===== config.mk =====
export PLATFORM = sky130hd
export DESIGN_NAME = fbe_status_gen
export DESIGN_NICKNAME = d
export VERILOG_FILES = /design/src/rtl/fbe_pkg.sv /design/src/rtl/fbe_rst_sync.sv /design/src/rtl/fbe_status_latch.sv /design/src/rtl/fbe_tx_stage.sv /design/src/rtl/fbe_err_counter.sv /design/src/rtl/fbe_status_gen.sv
export SDC_FILE = /design/constraint.sdc
export NUM_CORES = 1
export LEC_CHECK = 0
export BUFFER_PORTS_ARGS = -buffer_cell sky130_fd_sc_hd__clkbuf_2
export CAP_MARGIN = 0
export CELL_PAD_IN_SITES_DETAIL_PLACEMENT = 0
export CELL_PAD_IN_SITES_GLOBAL_PLACEMENT = 1
export CORE_MARGIN = 2
export CORE_UTILIZATION = 43
export CTS_CLUSTER_SIZE = 24
export DETAILED_ROUTE_END_ITERATION = 8
export GPL_ROUTABILITY_DRIVEN = 0
export GPL_TIMING_DRIVEN = 0
export PLACE_DENSITY = 0.82
export SETUP_SLACK_MARGIN = 0.2
export SYNTH_ARGS = -nofsm -noshare
export SYNTH_HDL_FRONTEND = slang
export SYNTH_SLANG_ARGS = --single-unit

===== constraint.sdc =====
create_clock -name clk -period 2.15 [get_ports clk]
set_input_delay 0.1075 -clock clk [delete_from_list [all_inputs] [get_ports clk]]
set_output_delay 0.1075 -clock clk [all_outputs]
set_load 0.005 [all_outputs]

===== src/rtl/fbe_pkg.sv =====
package fbe_pkg;
  // Error status bits are active low.
  localparam logic ERR_ACT  = 1'b0;
  localparam logic ERR_IDLE = 1'b1;

  typedef enum logic {
    TX_AUTO = 1'b0,
    TX_SW   = 1'b1
  } tx_mode_e;

  localparam int unsigned N_CNT = 2;
  localparam int unsigned CNT_FE = 0;
  localparam int unsigned CNT_NE = 1;
endpackage


===== src/rtl/fbe_rst_sync.sv =====
module fbe_rst_sync (
  input  logic clk,
  input  logic rst_n,
  output logic rst_sync_n
);
  logic [1:0] sync_q;

  always_ff @(posedge clk or negedge rst_n) begin
    if (!rst_n) sync_q <= 2'b00;
    else        sync_q <= {sync_q[0], 1'b1};
  end

  assign rst_sync_n = sync_q[1];
endmodule


===== src/rtl/fbe_status_latch.sv =====
module fbe_status_latch
  import fbe_pkg::*;
(
  input  logic clk,
  input  logic rst_n,
  input  logic sf_end,
  input  logic gate,
  input  logic crc_err,
  input  logic rx_fe_bit,
  output logic rx_fe_q,
  output logic near_q
);
  logic rx_fe_d, near_d;
  logic upd;

  assign upd = sf_end & gate;

  always_comb begin
    rx_fe_d = rx_fe_q;
    near_d  = near_q;
    if (upd) rx_fe_d = rx_fe_bit;
    if (!gate)     near_d = ERR_ACT;
    else if (upd)  near_d = crc_err ? ERR_ACT : ERR_IDLE;
  end

  always_ff @(posedge clk or negedge rst_n) begin
    if (!rst_n) begin
      rx_fe_q <= ERR_IDLE;
      near_q  <= ERR_ACT;
    end else begin
      rx_fe_q <= rx_fe_d;
      near_q  <= near_d;
    end
  end

  assert_rx_latch_R1: assert property (@(posedge clk) disable iff (!rst_n)
    (sf_end && gate) |=> (rx_fe_q == $past(rx_fe_bit)));
  assert_rx_hold_R1: assert property (@(posedge clk) disable iff (!rst_n)
    !(sf_end && gate) |=> $stable(rx_fe_q));
  assert_near_crc_R2: assert property (@(posedge clk) disable iff (!rst_n)
    (sf_end && gate) |=> (near_q == !$past(crc_err)));
  assert_near_forced_R3: assert property (@(posedge clk) disable iff (!rst_n)
    !gate |=> (near_q == ERR_ACT));
endmodule


===== src/rtl/fbe_tx_stage.sv =====
module fbe_tx_stage
  import fbe_pkg::*;
(
  input  logic clk,
  input  logic rst_n,
  input  logic bf8_end,
  input  logic bf2_end,
  input  logic mode,
  input  logic sw_fe_bit,
  input  logic near_ok,
  output logic tx_fe_q
);
  logic smp_q, smp_d;
  logic tx_fe_d;
  logic merged;

  // Active-low OR of the two error sources is an AND of the levels.
  assign merged = smp_q & near_ok;

  always_comb begin
    smp_d   = smp_q;
    tx_fe_d = tx_fe_q;
    if (bf8_end) smp_d = sw_fe_bit;
    if (bf2_end) begin
      unique case (tx_mode_e'(mode))
        TX_SW:   tx_fe_d = smp_q;
        default: tx_fe_d = merged;
      endcase
    end
  end

  always_ff @(posedge clk or negedge rst_n) begin
    if (!rst_n) begin
      smp_q   <= ERR_IDLE;
      tx_fe_q <= ERR_IDLE;
    end else begin
      smp_q   <= smp_d;
      tx_fe_q <= tx_fe_d;
    end
  end

  assert_tx_forced_R4: assert property (@(posedge clk) disable iff (!rst_n)
    (bf2_end && mode) |=> (tx_fe_q == $past(smp_q)));
  assert_tx_auto_R5: assert property (@(posedge clk) disable iff (!rst_n)
    (bf2_end && !mode) |=> (tx_fe_q == ($past(smp_q) & $past(near_ok))));
  assert_tx_hold_R6: assert property (@(posedge clk) disable iff (!rst_n)
    !bf2_end |=> $stable(tx_fe_q));
  assert_smp_hold_R6: assert property (@(posedge clk) disable iff (!rst_n)
    !bf8_end |=> $stable(smp_q));
endmodule


===== src/rtl/fbe_err_counter.sv =====
module fbe_err_counter #(
  parameter int unsigned CNT_W = 16
) (
  input  logic             clk,
  input  logic             rst_n,
  input  logic             clr,
  input  logic             inc,
  output logic [CNT_W-1:0] cnt_q
);
  localparam logic [CNT_W-1:0] CNT_MAX = {CNT_W{1'b1}};

  logic [CNT_W-1:0] cnt_d;
  logic             at_max;

  assign at_max = (cnt_q == CNT_MAX);

  always_comb begin
    cnt_d = cnt_q;
    if (clr)                 cnt_d = '0;
    else if (inc && !at_max) cnt_d = cnt_q + 1'b1;
  end

  always_ff @(posedge clk or negedge rst_n) begin
    if (!rst_n) cnt_q <= '0;
    else        cnt_q <= cnt_d;
  end

  assert_cnt_step_R7: assert property (@(posedge clk) disable iff (!rst_n)
    (inc && !clr && (cnt_q != CNT_MAX)) |=> (cnt_q == $past(cnt_q) + 1'b1));
  assert_cnt_idle_R7: assert property (@(posedge clk) disable iff (!rst_n)
    (!inc && !clr) |=> $stable(cnt_q));
  assert_no_overflow_R8: assert property (@(posedge clk) disable iff (!rst_n)
    ((cnt_q == CNT_MAX) && !clr) |=> (cnt_q == CNT_MAX));
  assert_clear_R9: assert property (@(posedge clk) disable iff (!rst_n)
    clr |=> (cnt_q == '0));
endmodule


===== src/rtl/fbe_status_gen.sv =====
module fbe_status_gen
  import fbe_pkg::*;
#(
  parameter int unsigned CNT_W = 16
) (
  input  logic             clk,
  input  logic             rst_n,
  input  logic             sf_end,
  input  logic             bf8_end,
  input  logic             bf2_end,
  input  logic             crc_err,
  input  logic             rx_fe_bit,
  input  logic             sf_sync,
  input  logic             link_up,
  input  logic             tx_mode,
  input  logic             sw_fe_bit,
  input  logic             cnt_clr,
  output logic             rx_fe_stat,
  output logic             near_stat,
  output logic             tx_fe_bit,
  output logic [CNT_W-1:0] fe_count,
  output logic [CNT_W-1:0] ne_count
);
  logic             rst_i_n;
  logic             gate;
  logic [N_CNT-1:0] inc;
  logic [CNT_W-1:0] cnt [N_CNT];

  assign gate = sf_sync & link_up;

  always_comb begin
    inc         = '0;
    inc[CNT_FE] = sf_end & gate & (rx_fe_bit == ERR_ACT);
    inc[CNT_NE] = sf_end & gate & crc_err;
  end

  fbe_rst_sync u_rst (
    .clk        (clk),
    .rst_n      (rst_n),
    .rst_sync_n (rst_i_n)
  );

  fbe_status_latch u_latch (
    .clk       (clk),
    .rst_n     (rst_i_n),
    .sf_end    (sf_end),
    .gate      (gate),
    .crc_err   (crc_err),
    .rx_fe_bit (rx_fe_bit),
    .rx_fe_q   (rx_fe_stat),
    .near_q    (near_stat)
  );

  fbe_tx_stage u_tx (
    .clk       (clk),
    .rst_n     (rst_i_n),
    .bf8_end   (bf8_end),
    .bf2_end   (bf2_end),
    .mode      (tx_mode),
    .sw_fe_bit (sw_fe_bit),
    .near_ok   (near_stat),
    .tx_fe_q   (tx_fe_bit)
  );

  for (genvar g = 0; g < N_CNT; g++) begin : g_cnt
    fbe_err_counter #(.CNT_W(CNT_W)) u_cnt (
      .clk   (clk),
      .rst_n (rst_i_n),
      .clr   (cnt_clr),
      .inc   (inc[g]),
      .cnt_q (cnt[g])
    );
  end

  assign fe_count = cnt[CNT_FE];
  assign ne_count = cnt[CNT_NE];
endmodule


==> impl_metrics.json <==
{
  "synth.most_common_cell": "dfrtp_1",
  "drv_slew": 0,
  "cts_tree": "done",
  "syn_nets": 212,
  "viasPerCell": 5.376,
  "status": "finished clean",
  "nFillCells": 396,
  "synth_xor_area_share_pct": 12.19,
  "ys_async_sr_fraction_pct": 100.0,
  "worst_slack_ns": 0.2890,
  "synth_warnings": 0,
  "port_buffers": 46,
  "hp-class": "input port to flip-flop",
  "cts_buffers": 5,
  "synth_flop_cell": "dfrtp_1",
  "switchingPower_mw": 0.2997,
  "wl_um": 4283,
  "core_area_mm2": 0.004354,
  "drc_errors": 0,
  "drv_cap": 0,
  "synth-simple-area-share_pct": 28.90,
  "rsz0062_at_grt": "yes",
  "clkTransAtPathRegs_ns": 0.08,
  "clock_sinks": 38,
  "final.period_utilization_pct": 86.56,
  "p_int_mw": 1.252,
  "synth_top_family_by_area": "simple AND/OR/NAND/NOR gates",
  "area.growth.synth_to_final_pct": 25.55,
  "tightest_slew_ns": 0.7713,
  "yosys.area_share.adder_pct": 1.290,
  "drt_first_pass_iters": 4,
  "grt-ovfl-total": 0,
  "avgRoutedWirePerCell_um": 14.00,
  "synth_common_cells": "dfrtp_1, nor2_1, xnor2_1, nand4_1, nand2_1",
  "synth_compound_area_share_pct": 4.129,
  "synth.distinct_cells": 37,
  "seqPwrFrac_pct": 48.3,
  "drt_iter0_drc": 54,
  "pwr-share-clk_pct": 48.2,
  "p_leak_nw": 1.059,
  "place_ws_ns": 0.2766,
  "total_power_mw": 1.552,
  "synthesis.area_per_instance_um2": 9.795,
  "combPwrFrac_pct": 3.5,
  "worstPathRequired_ns": 2.31,
  "whs_ns": 0.04014,
  "hold_violations": 0,
  "yosys-mux-area-fraction_pct": 2.194,
  "syn_area_mm2": 0.001939,
  "p_sw_share_pct": 19.31,
  "rows": 24,
  "period_minus_slack_ns": 1.861,
  "ioPinCount": 47,
  "seq_area_frac_synth_pct": 49.23,
  "start_kind": "flip-flop",
  "grt_usage_pct": 17.51,
  "rr_worst_depth": 7,
  "drive_above_1_share_pct": 26.77,
  "die_height_um": 71.16,
  "whs_path_depth": 2,
  "critPathMaxFanout": 10,
  "finalNetCount": 267,
  "endpoint_kind": "flip-flop",
  "grt_first_pass_wirelength_um": 6975,
  "postCtsSetupRepairBufs": 0,
  "clock_path_buffers": 2,
  "worstReg2RegStart": "g_cnt[0].u_cnt.cnt_q[0]",
  "multiInputGateArea_um2": 982.2,
  "start_util_pct": 44.54,
  "antenna_found_initial": 0,
  "irDropWorstVdd_mv": 0.3376,
  "dpl.hpwl_um": 3071,
  "clock_latency_ns": 0.29,
  "hold_start": "cnt_clr",
  "h-tree-depth": 2,
  "synth_top_cells_by_area": "dfrtp_1, xnor2_1, nor2_1",
  "ant_nets": 0,
  "arrival_ns": 2.02,
  "num_antenna_cells": 0,
  "synth_top_cell_by_area": "dfrtp_1",
  "crit_start": "g_cnt[0].u_cnt.cnt_q[0]",
  "max_freq_mhz": 537.4,
  "grt_pass1_vias": 1541,
  "yosysTopAreaCellShare_pct": 45.16,
  "cts-root-buf": "clkbuf_8",
  "die_area_mm2": 0.005063,
  "synth_seq_cells": 38,
  "synth_edf_count": 0,
  "critical_path_class": "flip-flop to flip-flop",
  "seq_area_um2": 955.9,
  "slew_headroom_pct": 48.58,
  "finClkSkew_ns": 0.008432,
  "die_w_um": 71.16,
  "setup_violations": 0,
  "grt_start_max_net_pins": 37,
  "r2r_slack_ns": 0.29,
  "power.density_mw_per_mm2": 637.2,
  "syn_inst": 198,
  "num_vias": 1645,
  "final.setup.tns_ns": 0
}
==> routing by layer <==
layer | GRT usage [%] | share of wire (%) | vias up
met5 | 0 | 0 | -
li1 | - | - | 817
met3 | 4.416 | 4.8 | 5
met1 | 24.59 | 49 | 778
met4 | 4.403 | 0.86 | 0
met2 | 27.26 | 46 | 45
==> final cells by class <==
type / instances / area share (%)
buffer: 6 / 1.131
clock buffer: 6 / 3.392
clock inverter: 2 / 2.467
inverter: 3 / 0.4625
multi-input combinational: 151 / 40.34
sequential: 38 / 39.26
tap: 52 / 2.672
timing repair buffer: 48 / 10.28
==> power by group through the flow <==
stage	registers, mW	clock network, mW	logic, mW
after floorplan	0.761	0	0.0232
after global placement	0.765	0	0.0511
after detailed placement	0.766	0	0.0521
after CTS	0.751	0.773	0.0554
after global routing	0.755	0.807	0.0601
final	0.750	0.747	0.0542
==> final timing paths <==
path                                            endpoint
worst max register to register   g_cnt[0].u_cnt.cnt_q[5]
worst max-delay path             g_cnt[0].u_cnt.cnt_q[5]
min in group asynchronous                u_rst.sync_q[1]
max in group asynchronous       g_cnt[1].u_cnt.cnt_q[11]
worst min register to register   g_cnt[0].u_cnt.cnt_q[5]
worst min-delay path             g_cnt[1].u_cnt.cnt_q[1]
==> metrics by stage <==
step                      cells  area (µm²)  utilization, %
after detailed placement    296        2236           51.35
after global routing        306        2435           55.92
final                       306        2435           55.92
after floorplan             198        1939               -
after CTS                   306        2399           55.09
after global placement      296        2235           51.32
==> placed cells by master (no fill, tap or decap), types with 2 or more instances in the layout <==
cell,synthesis,routed
a211oi_1,2,2
a21oi_1,5,5
and3_1,6,6
and4_1,6,6
bufinv_16,0,2
clkbuf_1,4,4
clkbuf_2,1,47
clkbuf_8,0,6
dfrtp_1,35,34
dfstp_2,3,3
dlygate4sd3_1,0,2
ha_1,2,2
inv_1,3,3
mux2_2,2,2
mux2i_1,2,2
nand2_1,10,10
nand3_1,9,9
nand4_1,11,11
nor2_1,34,34
nor3_1,6,6
nor3b_1,2,2
nor4_1,8,6
nor4_2,0,2
o21ai_0,3,3
or4_1,2,2
xnor2_1,21,21
xor2_1,6,6
==> registers in the layout, indices dropped and copies added (netlist names) <==
register	flops
u_tx.smp_q	1
u_latch.near_q	1
u_latch.rx_fe_q	1
u_rst.sync_q	2
g_cnt.u_cnt.cnt_q	32
u_tx.tx_fe_q	1
==> worst max-delay path: stages (launching register included) <==
cell	delay (ns)
dfrtp_1	0.44
ha_1	0.23
nand4_1	0.16
nor4_2	0.38
buf_4	0.23
nor3_1	0.07
xnor2_1	0.16
nor2_1	0.05
==> cells by family (layout without fill, tap and decap cells) <==
| kind of cell | Yosys count | count (layout) |
|---|---|---|
| flip-flops | 38 | 38 |
| AO/OA/AOI/OAI | 13 | 13 |
| buffers and inverters | 9 | 65 |
| adder cells (fa/ha/maj) | 2 | 2 |
| other | 1 | 1 |
| multiplexers | 4 | 4 |
| XOR/XNOR | 27 | 27 |
| AND/OR/NAND/NOR | 104 | 104 |
==> repair_timing <==
action	in CTS	in global routing
resized for setup	0	6
setup endpoints to repair	0	11
endpoints found under the hold margin	3	0
hold buffers	2	0
Power figures use the tool's default switching activity.
